[src/rtl/dmf_pkg.sv]
package dmf_pkg;
  typedef enum logic {CH_LEFT = 1'b0, CH_RIGHT = 1'b1} chan_e;

  // Edge events of the synchronized input bit clock plus sampled lines
  typedef struct packed {
    logic rise;
    logic fall;
    logic start;
    logic ws;
    logic sd;
  } bus_evt_t;
endpackage

[src/rtl/dmf_sync.sv]
module dmf_sync #(
  parameter int W      = 3,
  parameter int STAGES = 2
) (
  input  logic         clk_i,
  input  logic         rst_ni,
  input  logic [W-1:0] d_i,
  output logic [W-1:0] q_o
);
  logic [W-1:0] st_q [STAGES];

  always_ff @(posedge clk_i or negedge rst_ni) begin
    if (!rst_ni) begin
      for (int i = 0; i < STAGES; i++) st_q[i] <= '0;
    end else begin
      st_q[0] <= d_i;
      for (int i = 1; i < STAGES; i++) st_q[i] <= st_q[i-1];
    end
  end

  assign q_o = st_q[STAGES-1];
endmodule

[src/rtl/dmf_frame.sv]
module dmf_frame
  import dmf_pkg::*;
#(
  parameter int CNT_W = 5
) (
  input  logic             clk_i,
  input  logic             rst_ni,
  input  logic             sck_i,
  input  logic             ws_i,
  input  logic             sd_i,
  output bus_evt_t         evt_o,
  output logic [CNT_W-1:0] cnt_o,
  output logic [CNT_W-1:0] cnt_nxt_o,
  output chan_e            ch_o
);
  localparam logic [CNT_W-1:0] CNT_MAX = '1;

  logic             sck_q, ws_q;
  logic [CNT_W-1:0] cnt_q;

  always_comb begin
    evt_o.rise  = sck_i & ~sck_q;
    evt_o.fall  = ~sck_i & sck_q;
    evt_o.start = evt_o.rise & (ws_i != ws_q);
    evt_o.ws    = ws_i;
    evt_o.sd    = sd_i;
    if (evt_o.start)           cnt_nxt_o = '0;
    else if (cnt_q == CNT_MAX) cnt_nxt_o = cnt_q;
    else                       cnt_nxt_o = cnt_q + 1'b1;
  end

  // Counter saturates so long slots never retrigger late events
  always_ff @(posedge clk_i or negedge rst_ni) begin
    if (!rst_ni) begin
      sck_q <= 1'b0;
      ws_q  <= 1'b0;
      cnt_q <= CNT_MAX;
    end else begin
      sck_q <= sck_i;
      if (evt_o.rise) begin
        ws_q  <= ws_i;
        cnt_q <= cnt_nxt_o;
      end
    end
  end

  assign cnt_o = cnt_q;
  assign ch_o  = chan_e'(ws_q);
endmodule

[src/rtl/dmf_capture.sv]
module dmf_capture
  import dmf_pkg::*;
#(
  parameter int IN_W  = 16,
  parameter int CNT_W = 5
) (
  input  logic                   clk_i,
  input  logic                   rst_ni,
  input  bus_evt_t               evt_i,
  input  logic [CNT_W-1:0]       cnt_i,
  input  logic [CNT_W-1:0]       cnt_nxt_i,
  input  chan_e                  ch_i,
  output logic [1:0][IN_W-1:0]   hold_o,
  output logic [1:0]             valid_o
);
  localparam logic [CNT_W-1:0] IN_LAST  = CNT_W'(IN_W);
  localparam logic [CNT_W-1:0] IN_FIRST = CNT_W'(1);

  logic            armed_q;
  logic [IN_W-1:0] sh_q;
  logic            in_window;

  assign in_window = (cnt_nxt_i >= IN_FIRST) && (cnt_nxt_i <= IN_LAST);

  always_ff @(posedge clk_i or negedge rst_ni) begin
    if (!rst_ni) begin
      armed_q <= 1'b0;
      sh_q    <= '0;
      hold_o  <= '0;
      valid_o <= '0;
    end else if (evt_i.start) begin
      // Closing slot: keep the word only if all bits arrived
      hold_o[ch_i]  <= sh_q;
      valid_o[ch_i] <= armed_q && (cnt_i >= IN_LAST);
      armed_q       <= 1'b1;
    end else if (evt_i.rise && in_window) begin
      sh_q <= {sh_q[IN_W-2:0], evt_i.sd};
    end
  end
endmodule

[src/rtl/dmf_emit.sv]
module dmf_emit
  import dmf_pkg::*;
#(
  parameter int IN_W  = 16,
  parameter int DAC_W = 24,
  parameter int CNT_W = 5
) (
  input  logic                 clk_i,
  input  logic                 rst_ni,
  input  bus_evt_t             evt_i,
  input  logic [CNT_W-1:0]     cnt_i,
  input  logic [CNT_W-1:0]     cnt_nxt_i,
  input  chan_e                ch_i,
  input  logic [1:0][IN_W-1:0] hold_i,
  input  logic [1:0]           valid_i,
  output logic                 dout_o,
  output logic [1:0]           bclk_o,
  output logic [1:0]           latch_o
);
  localparam int               PAD     = DAC_W - IN_W;
  localparam logic [CNT_W-1:0] BIT_END = CNT_W'(DAC_W);
  localparam logic [CNT_W-1:0] LAT_ON  = CNT_W'(DAC_W + 1);
  localparam logic [CNT_W-1:0] LAT_OFF = CNT_W'(DAC_W + 2);

  logic             act_q;
  logic [DAC_W-1:0] sh_q;
  logic             shift_en;

  assign shift_en = evt_i.fall && act_q && (cnt_i < BIT_END);

  always_ff @(posedge clk_i or negedge rst_ni) begin
    if (!rst_ni) begin
      act_q  <= 1'b0;
      sh_q   <= '0;
      dout_o <= 1'b0;
    end else if (evt_i.start) begin
      act_q <= valid_i[evt_i.ws];
      sh_q  <= {hold_i[evt_i.ws], {PAD{1'b0}}};
    end else if (shift_en) begin
      dout_o <= sh_q[DAC_W-1];
      sh_q   <= {sh_q[DAC_W-2:0], 1'b0};
    end
  end

  for (genvar c = 0; c < 2; c++) begin : g_chan
    logic bclk_q, latch_q;
    logic own;
    assign own = act_q && (ch_i == chan_e'(c));

    always_ff @(posedge clk_i or negedge rst_ni) begin
      if (!rst_ni) begin
        bclk_q  <= 1'b1;
        latch_q <= 1'b0;
      end else begin
        if (evt_i.rise)                      bclk_q <= 1'b1;
        else if (shift_en && own)            bclk_q <= 1'b0;
        if (evt_i.start)                     latch_q <= 1'b0;
        else if (evt_i.rise && cnt_nxt_i == LAT_ON && own) latch_q <= 1'b1;
        else if (evt_i.rise && cnt_nxt_i == LAT_OFF)       latch_q <= 1'b0;
      end
    end

    assign bclk_o[c]  = bclk_q;
    assign latch_o[c] = latch_q;
  end
endmodule

[src/rtl/dual_mono_dac_fmt.sv]
module dual_mono_dac_fmt
  import dmf_pkg::*;
#(
  parameter int IN_W        = 16,
  parameter int DAC_W       = 24,
  parameter int SYNC_STAGES = 2
) (
  input  logic clk_i,
  input  logic rst_ni,
  input  logic sck_i,
  input  logic ws_i,
  input  logic sd_i,
  output logic dac_sd_o,
  output logic dac_l_bclk_o,
  output logic dac_l_latch_o,
  output logic dac_r_bclk_o,
  output logic dac_r_latch_o
);
  localparam int CNT_W = $clog2(DAC_W + 3);

  logic [2:0]           sync_q;
  bus_evt_t             evt;
  logic [CNT_W-1:0]     cnt, cnt_nxt;
  chan_e                ch;
  logic [1:0][IN_W-1:0] hold;
  logic [1:0]           valid;
  logic [1:0]           bclk, latch;

  dmf_sync #(.W(3), .STAGES(SYNC_STAGES)) u_sync (
    .clk_i, .rst_ni, .d_i({sck_i, ws_i, sd_i}), .q_o(sync_q)
  );

  dmf_frame #(.CNT_W(CNT_W)) u_frame (
    .clk_i, .rst_ni,
    .sck_i(sync_q[2]), .ws_i(sync_q[1]), .sd_i(sync_q[0]),
    .evt_o(evt), .cnt_o(cnt), .cnt_nxt_o(cnt_nxt), .ch_o(ch)
  );

  dmf_capture #(.IN_W(IN_W), .CNT_W(CNT_W)) u_capture (
    .clk_i, .rst_ni, .evt_i(evt), .cnt_i(cnt), .cnt_nxt_i(cnt_nxt),
    .ch_i(ch), .hold_o(hold), .valid_o(valid)
  );

  dmf_emit #(.IN_W(IN_W), .DAC_W(DAC_W), .CNT_W(CNT_W)) u_emit (
    .clk_i, .rst_ni, .evt_i(evt), .cnt_i(cnt), .cnt_nxt_i(cnt_nxt),
    .ch_i(ch), .hold_i(hold), .valid_i(valid),
    .dout_o(dac_sd_o), .bclk_o(bclk), .latch_o(latch)
  );

  assign dac_l_bclk_o  = bclk[CH_LEFT];
  assign dac_r_bclk_o  = bclk[CH_RIGHT];
  assign dac_l_latch_o = latch[CH_LEFT];
  assign dac_r_latch_o = latch[CH_RIGHT];
endmodule

[config.mk]
export PLATFORM = sky130hd
export DESIGN_NAME = dual_mono_dac_fmt
export DESIGN_NICKNAME = d
export VERILOG_FILES = /design/src/rtl/dmf_pkg.sv /design/src/rtl/dmf_sync.sv /design/src/rtl/dmf_frame.sv /design/src/rtl/dmf_capture.sv /design/src/rtl/dmf_emit.sv /design/src/rtl/dual_mono_dac_fmt.sv
export SDC_FILE = /design/constraint.sdc
export NUM_CORES = 1
export LEC_CHECK = 0
export BUFFER_PORTS_ARGS = -buffer_cell sky130_fd_sc_hd__buf_2
export CORE_MARGIN = 3
export CORE_UTILIZATION = 30
export DETAILED_ROUTE_END_ITERATION = 8
export GPL_TIMING_DRIVEN = 0
export PLACE_DENSITY_LB_ADDON = 0.05
export SYNTH_ARGS = -nofsm -noshare
export SYNTH_HDL_FRONTEND = slang
export SYNTH_SLANG_ARGS = --single-unit
[constraint.sdc]
create_clock -name clk_i -period 5.6 [get_ports clk_i]
set_clock_uncertainty 0.05 [all_clocks]
set_input_delay 0 -clock clk_i [delete_from_list [all_inputs] [get_ports clk_i]]
set_output_delay 0 -clock clk_i [all_outputs]
set_load 0.01 [all_outputs]
Word level (Yosys, flattened, before mapping)

Cells that the tools add are included.

Register bits: 94
Bits of input ports: 5
Output and inout port bits: 5

Add/subtract/negate cells: 1
$lt $le $gt $ge: 7
Equality and inequality tests: 4
Muxes and demuxes: 23
Bitwise gates (word level): 7
Reductions and logical operators: 21

Operator list:

| kind                                                                   | count |
|---|---|
| 16-bit two-way mux                                                     | 3 |
| 24-bit two-way mux                                                     | 2 |
| 32-bit bitwise mux                                                     | 1 |
| 16-bit demux with 1-bit select                                         | 1 |
| 5-bit == test (second input constant)                                  | 3 |
| 1-bit logical AND                                                      | 14 |
| 1-bit two-way mux                                                      | 12 |
| 5-bit two-way mux                                                      | 2 |
| 2-bit nonzero test                                                     | 3 |
| 3-bit nonzero test                                                     | 2 |
| 5-bit by 1-bit adder with 5-bit output (second input constant)         | 1 |
| 5-bit by 1-bit >= comparator with 1-bit output (second input constant) | 1 |
| 5-bit >= comparator (second input constant)                            | 1 |
| 5-bit less-or-equal comparator (second input constant)                 | 1 |
| 5-bit < comparator (second input constant)                             | 1 |
| 1-bit by 2-bit < comparator with 1-bit output (second input constant)  | 2 |
| 1-bit NOT                                                              | 4 |
| 2-bit AND reduction                                                    | 2 |
| 1-bit AND                                                              | 3 |
| 2-bit bitwise mux                                                      | 1 |
| 1-bit demux with 1-bit select                                          | 1 |
| 1-bit >= comparator (second input constant)                            | 1 |
| 1-bit inequality test                                                  | 1 |

Longest topological paths before layout

Gate-level depths: netlist of run 1.

Depth in word-level cells: 9
Mapped depth: 7

Modules after synthesis

Synthesis of run 1 repeated with hierarchy kept, for this count alone.

Cell total of the unflattened synthesis: 298
Area total of the unflattened synthesis: 3942.5 um^2

By module, submodules not included:

| module      | instances | cells an instance | area an instance (um^2) | seq. area each (um^2) |
|---|---|---|---|---|
| dmf_capture | 1         | 115               | 1975.6                  | 1276.2 |
| dmf_emit    | 1         | 124               | 1342.5                  | 553.0 |
| dmf_frame   | 1         | 50                | 451.7                   | 181.4 |
| dmf_sync    | 1         | 9                 | 172.7                   | 150.1 |

Least setup slack after synthesis of run 1

Ideal clock, no wire load.

Path type: register to register
Start point: reg u_frame.cnt_q[1], in the netlist u_frame.cnt_o[1]
End point: reg u_capture.sh_q[10]
Arrival time: 2.070 ns
Required time: 5.425 ns
Path slack: 3.355 ns
Stages on the path, launching flop included: 8
Buffers on the path: 1
Period minus slack after synthesis: 2.245 ns
Cell sequence: dfstp_2 > ha_1 > a21boi_1 > a41o_2 > nand4b_4 > mux2i_4 > buf_12 > mux2_4

Cells in the longest elaborated chain, start to end: 7
Elaborated cells between the ends (all ways): 9

RTL lines:

| what                                                                                             | RTL line                         | source |
|---|---|---|
| from (decl)                                                                                      | dmf_frame.sv:19                  | `logic [CNT_W-1:0] cnt_q;` |
| from (signal assigned)                                                                           | dmf_frame.sv:42                  | `cnt_q <= cnt_nxt_o;` |
| 5-bit by 1-bit adder with 5-bit output or 5-bit == test (tied branches)                          | dmf_frame.sv:29, dmf_frame.sv:28 |  |
| 5-bit two-way mux *                                                                              | dmf_frame.sv:28                  | `else if (cnt_q == CNT_MAX) cnt_nxt_o = cnt_q;` |
| 5-bit two-way mux *                                                                              | dmf_frame.sv:27                  | `if (evt_o.start) cnt_nxt_o = '0;` |
| 5-bit by 1-bit >= comparator with 1-bit output or 5-bit less-or-equal comparator (tied branches) | dmf_capture.sv:23                | `assign in_window = (cnt_nxt_i >= IN_FIRST) && (cnt_nxt_i <= IN_LAST);` |
| 1-bit logical AND *                                                                              | dmf_capture.sv:23                |  |
| 1-bit logical AND *                                                                              | dmf_capture.sv:36                | `end else if (evt_i.rise && in_window) begin` |
| 2-bit AND reduction (no source line) *                                                           | --                               |  |
| to (signal assigned)                                                                             | dmf_capture.sv:37                | `sh_q <= {sh_q[IN_W-2:0], evt_i.sd};` |
| to (decl)                                                                                        | dmf_capture.sv:20                | `logic [IN_W-1:0] sh_q;` |

Mark *: on every way between the ends. The rest lies on a longest branch, timed or not.
A chain may end at the register's enable or synchronous reset.

Worst setup path in the final report of run 1

Start point: reg u_frame.cnt_q[1], in the netlist u_frame.cnt_o[1]
End point: reg u_capture.sh_q[14]

The elaborated chain is that of the path after synthesis.

==> qor.yml, run 1 <==
cts-htree-levels: 3
finalSetupViolations: 0
p_comb_frac: 0.148
seq_power_share: 0.476
outcome: "complete, no violations"
crit_arrival_ns: 2.71
drv_cap: 0
max_freq_ghz: 0.394
cts_tree: "built"
grt_pass1_wl_um: 12200
cts.sink_count: 86
grt_max_degree: 56
syn_to_final_growth_pct: 16.8
fin_crit_sh: 0.453
synthCells: 268
vias_per_cell: 4.88
ys_warn_count: 0
ys_ff_latch: 86
pre_cts_slack_ns: 3.07
ant_nets: 0
ios: 10
wl_met3_um: 178
die-area_mm2: 0.0136
grt_use_total: 0.120
start_util: 0.314
num_antenna_cells: 0
post_cts_buffers: 0
multiInputGateArea_mm2: 0.00142
cts_hold_buf: 4
top_layer_used: "met4"
cts.path.max_buffers: 2
die_h_um: 117
sw_frac_of_total: 0.255
route.layer.met1.wl_um: 3910
final_max_slew_viol_count: 0
syn_area_mm2: 0.00368
grt_pass1_vias: 2262
ir_drop_mv: 0.155
core_area_mm2: 0.0117
clkPwrFrac: 0.376
synth.avg_cell_area_um2: 13.7
p_per_area_mw_per_mm2: 402
fin_cells: 441
place_hpwl_um: 4810
rows: 39
synthesis.nets: 274
slew_headroom: 0.419
synthTopCellsByArea: "dfrtp_1, mux2_2, dfstp_2"
final_nets: 299
io_buffers: 9
yosysSeqAreaShare: 0.587
fin_tns_setup_ns: 0
stdcell_area_mm2: 0.00430
power_switching_uw: 440
drc_errors: 0
gp_congestion: 0.694
hold_class: "in -> async"
path_class: "reg -> reg"
yosys.cell_types.count: 39
final.setup.worst_slack_ns: 3.06
via_count: 2151
place_inst: 421
final.fill_count: 1152
cp.required_ns: 5.77
wl_per_cell_um: 16.8
netlist.area_leader.share: 0.537
dr_wl_met2_um: 3140
drive_above_1_share: 0.336
grt_antenna_before_repair: 0
clock_latency_ns: 0.34
ctsResizeCount: 0
first_pass_iters: 4
cp-start-kind: "flip-flop"
drt-total-wl_um: 7400
rrSetupSlack_ns: 3.06
rsz0062_at_grt: "false"
dr.first_iter.drc_count: 112
regArea_mm2: 0.00216
end_kind: "flip-flop"
placed_cell_area_mm2: 0.00394
clk_pin_slew_worst_paths_ns: 0.06
power_uw: 1730
p_int_uw: 1290
fin_crit_ns: 2.54
hold_viol: 0
yosysTopAreaCell: "dfrtp_1"
grt-ovfl-total: 0
cts_made_buffers: 9
cp_max_fo: 10
die_x_um: 117
worstMarginPinSlew_ns: 0.866
power_leakage_uw: 0.00200
cts-root-buf: "clkbuf_16"
-- per-stage QoR --
stage / hold WS, ns / utilization
after global routing: 0.150 / 0.367
after CTS: 0.115 / 0.367
after floorplan: -0.346 / -
after global placement: 0.0580 / 0.334
final: 0.105 / 0.367
after detailed placement: -0.0749 / 0.336
-- registers in the layout, summed over array words and instances (netlist names) --
signal and count:
u_capture.hold_o 32, u_capture.sh_q 16, u_emit.sh_q 16, u_frame.cnt_o 5, u_sync.q_o 3, u_sync.st_q 3
u_capture.valid_o 2, u_emit.g_chan.bclk_q 2, u_emit.g_chan.latch_q 2, u_capture.armed_q 1, u_emit.act_q 1, u_emit.dout_o 1
u_frame.ch_o 1, u_frame.sck_q 1
-- final timing paths --
kind                                       start                  to  cells past startpoint
max in group asynchronous                 rst_ni    u_frame.cnt_o[0]                      3
worst max register to register  u_frame.cnt_o[1]  u_capture.sh_q[14]                      7
worst max-delay path            u_frame.cnt_o[1]  u_capture.sh_q[14]                      7
worst min register to register    u_sync.st_q[5]       u_sync.q_o[2]                      0
min in group clk_i                          ws_i      u_sync.st_q[4]                      2
worst min-delay path                      rst_ni  u_capture.sh_q[13]                      2
-- critical path: stages, from the launching register on --
cell      delay, ns
dfstp_2        0.60
ha_1           0.27
a21boi_1       0.09
a41o_2         0.32
nand4b_4       0.12
mux2i_4        0.44
buf_12         0.22
mux2_4         0.30
-- cell usage after synthesis, drive strengths merged --
cell type,n
dfrtp,79
mux2,49
nor2,24
mux2i,19
a221o,15
nand2,13
buf,10
o21ai,10
dfstp,7
clkbuf,5
a21oi,4
nand3,4
a32o,3
and3,3
inv,3
a31oi,2
nand2b,2
nor3,2
xnor2,2
a21boi,1
a41o,1
a41oi,1
and2,1
and4b,1
ha,1
nand4,1
nand4b,1
nor2b,1
o22ai,1
or2,1
or2b,1
-- area by class of cell --
| type | instances | share of cell area |
|---|---|---|
| Sequential cell | 86 | 0.502 |
| Multi-Input combinational cell | 164 | 0.329 |
| Clock buffer | 10 | 0.0556 |
| Tap cell | 143 | 0.0416 |
| Timing Repair Buffer | 14 | 0.0268 |
| Buffer | 15 | 0.0218 |
| Clock inverter | 6 | 0.0198 |
| Inverter | 3 | 0.00262 |
-- power by group through the flow --
stage          sequential (µW)  combinational, µW  clock (µW)
2_1_floorplan              805                207           0
3_3_place_gp               833                252           0
6_report                   822                256         650
4_1_cts                    823                262         670
3_5_place_dp               835                258           0
5_1_grt                    841                281         690
-- cells in the final DEF (no fill, tap or decap), types with 2 or more instances in the layout --
cell	n
mux2_4	10
buf_2	13
o21ai_0	9
inv_1	3
a31oi_1	2
dfrtp_1	79
clkinvlp_4	2
a21oi_1	4
a32o_1	3
xnor2_1	2
bufinv_16	2
mux2i_1	18
clkinv_2	2
buf_4	3
clkbuf_16	9
nor2_1	24
dfstp_2	7
mux2_2	39
a221o_1	15
nand3_1	4
clkbuf_1	5
nand2_1	13
nand2b_1	2
and3_1	3
dlygate4sd3_1	4
-- metal layers --
metal / GRT usage / up-vias
met2: 0.168 / 19
met3: 0.0293 / 15
met4: 0.0573 / 0
li1: - / 1021
met5: 0 / -
met1: 0.174 / 1096
-- cell families (layout without fill, tap and decap cells) --
family,Yosys count,in the layout,share of synthesized area
mux,68,68,0.215
fa+ha+maj,1,1,0.00340
simple gates,55,55,0.0778
compound gates,38,38,0.0836
xor+xnor,2,2,0.00476
buf+inv,18,48,0.0285
flops,86,86,0.587
Power figures use the tool's default switching activity.
==> inputs of run 2 (changes only) <==
==> constraint.sdc (replaced) <==
create_clock -name clk_i -period 2.24 [get_ports clk_i]
set_clock_uncertainty 0.05 [all_clocks]
set_input_delay 0 -clock clk_i [delete_from_list [all_inputs] [get_ports clk_i]]
set_output_delay 0 -clock clk_i [all_outputs]
set_load 0.01 [all_outputs]
==> run 2 against run 1 <==
  * Final cell count is 1.8% higher
  * Clock-buffer cell count is 3 higher
  * Global-route usage is 0.21 points higher
  * Critical endpoint is now u_capture.sh_q[8]
  * Highest routed layer unchanged
==> qor.yml, run 2 (synthesized netlist as in run 1, its figures left out) <==
rsz0062_at_grt: "true"
grt_pass1_wl_um: 12500  # +2.4%
final_max_slew_viol_count: 0  # unchanged
power_uw: 4420  # +160%
grt-ovfl-total: 0  # unchanged
cts_tree: "built"
power_leakage_uw: 0.00208  # +3.8%
slowest_delay_ns: 0.57  # -0.03 ns
grt_antenna_before_repair: 0  # unchanged
wl_per_cell_um: 16.9  # +0.53%
p_per_area_mw_per_mm2: 996  # +150%
reg_top3: "u_capture.hold_o (32), u_capture.sh_q (16), u_emit.sh_q (16)"
slowest_stage: "dfstp_2"
max_freq_ghz: 0.452  # +15%
reg2reg_from: "u_frame.cnt_o[1]"
cp_top_family: "flip-flops"
hold_viol: 0  # unchanged
fin_crit_sh: 0.987  # +0.534
core_area_mm2: 0.0117  # unchanged
path_buf_inv: 3  # +2
utilization: 0.379  # +0.0115
syn_to_final_growth_pct: 20.5
cts.sink_count: 86  # unchanged
place_hpwl_um: 4750  # -1.4%
via_count: 2202  # +2.4%
layout_common_cells: "dfrtp_1, mux2_2, nor2_1, mux2i_1, a221o_1"
r2r_end: "u_capture.sh_q[8]"
rr_worst_depth: 8  # +1
ir_drop_mv: 0.342  # +120%
vias_per_cell: 4.90  # +0.55%
clk_pin_slew_worst_paths_ns: 0.06  # about the same
grt_use_total: 0.122  # +0.00214
grt_pass1_vias: 2303  # +1.8%
gp_congestion: 0.695  # about the same
cts.path.max_buffers: 2  # unchanged
largest_register: "u_capture.hold_o"
ios: 10  # unchanged
final_common_cell: "dfrtp_1"
die_h_um: 117  # unchanged
io_buffers: 9  # unchanged
grt_max_degree: 52  # -7.1%
drv_cap: 0  # unchanged
worstMarginPinSlew_ns: 0.510  # -0.356 ns
cts_made_buffers: 9  # unchanged
cts-htree-levels: 3  # unchanged
drc_errors: 0  # unchanged
stdcell_area_mm2: 0.00444  # +3.1%
die-area_mm2: 0.0136  # unchanged
hold_class: "in -> async"
crit_arrival_ns: 2.38  # -0.33 ns
final_nets: 307  # +2.7%
end_kind: "flip-flop"
start_util: 0.314  # unchanged
drive_above_1_share: 0.366  # +0.0304
fin_cells: 449  # +1.8%
rrSetupSlack_ns: 0.03  # -3.03 ns
cp.required_ns: 2.41  # -3.36 ns
cts-root-buf: "clkbuf_16"
fin_crit_ns: 2.21  # -0.325 ns
num_antenna_cells: 0  # unchanged
place_inst: 421  # unchanged
cp-start-kind: "flip-flop"
placed_cell_area_mm2: 0.00394  # about the same
largest_reg_flops: 32  # unchanged
final.fill_count: 1120  # -2.8%
slew_headroom: 0.660  # +0.241
crit_chain: "buf_4 -> a31oi_1 -> a41o_2 -> nand4b_4 -> mux2i_4 -> buf_12 -> clkbuf_16 -> mux2_4"
clock_latency_ns: 0.34  # about the same
first_pass_iters: 4  # unchanged
outcome: "complete, no violations"
die_x_um: 117  # unchanged
cp_max_fo: 7  # -3
ant_nets: 0  # unchanged
rows: 39  # unchanged
path_class: "reg -> reg"
finalSetupViolations: 0  # unchanged
dr.first_iter.drc_count: 106  # -5.4%
drt-total-wl_um: 7580  # +2.4%
run 2: changes by cell type in the layout (fill, tap and decap cells not counted), sizes merged:
cell / delta
clkbuf: +4
clkinvlp: -2
buf: +7
clkinv: -1
run 2: timing repair:
action                                  in CTS  in global routing
cloned                                       0                  1
hold endpoints to repair                    38                  0
endpoints found under the setup margin      33                 38
buffers inserted                             3                  4
resized for setup                            6                  3
hold buffers                                 4                  0
pin swaps                                    0                  3
run 2: layout make-up:
class,count,area [µm²],area share
Multi-Input combinational cell,164,1440,0.325
Tap cell,143,179,0.0403
Timing Repair Buffer,22,205,0.0463
Clock buffer,13,270,0.0609
Clock inverter,3,65.1,0.0147
Inverter,3,11.3,0.00254
Buffer,15,103,0.0231
Sequential cell,86,2160,0.487
run 2: worst max path at each step:
stage                      from                  to  slack, ns  depth (start not counted)
3_3_place_gp   u_frame.cnt_o[1]  u_capture.sh_q[15]      -0.25                          7
3_5_place_dp   u_frame.cnt_o[1]  u_capture.sh_q[13]      -0.25                          7
2_1_floorplan  u_frame.cnt_o[1]  u_capture.sh_q[10]       0.02                          7
4_1_cts        u_frame.cnt_o[1]   u_capture.sh_q[6]     0.0008                          8
6_report       u_frame.cnt_o[1]   u_capture.sh_q[8]       0.03                          8
5_1_grt        u_frame.cnt_o[1]   u_capture.sh_q[1]      -0.04                          8
run 2: power breakdown:
| group | internal [µW] | total, µW | switching (µW) |
|---|---|---|---|
| logic | 408 | 701 | 292 |
| clock network | 1070 | 1670 | 599 |
| registers | 1850 | 2050 | 200 |
| total | 3330 | 4420 | 1090 |
run 2: routing by layer:
metal  track usage  wire length (µm)
met1         0.172              3940
met4        0.0550               146
met3        0.0324               188
met2         0.176              3300
met5             0                 0
run 2: stage by stage:
step / setup TNS, ns / hold slack, ns / setup WS, ns
2_1_floorplan: 0 / -0.346 / 0.0185
3_3_place_gp: -4.93 / 0.0578 / -0.253
3_5_place_dp: -4.82 / -0.0358 / -0.245
4_1_cts: 0 / 0.138 / 0.000846
5_1_grt: -0.238 / 0.182 / -0.0362
6_report: 0 / 0.118 / 0.0281
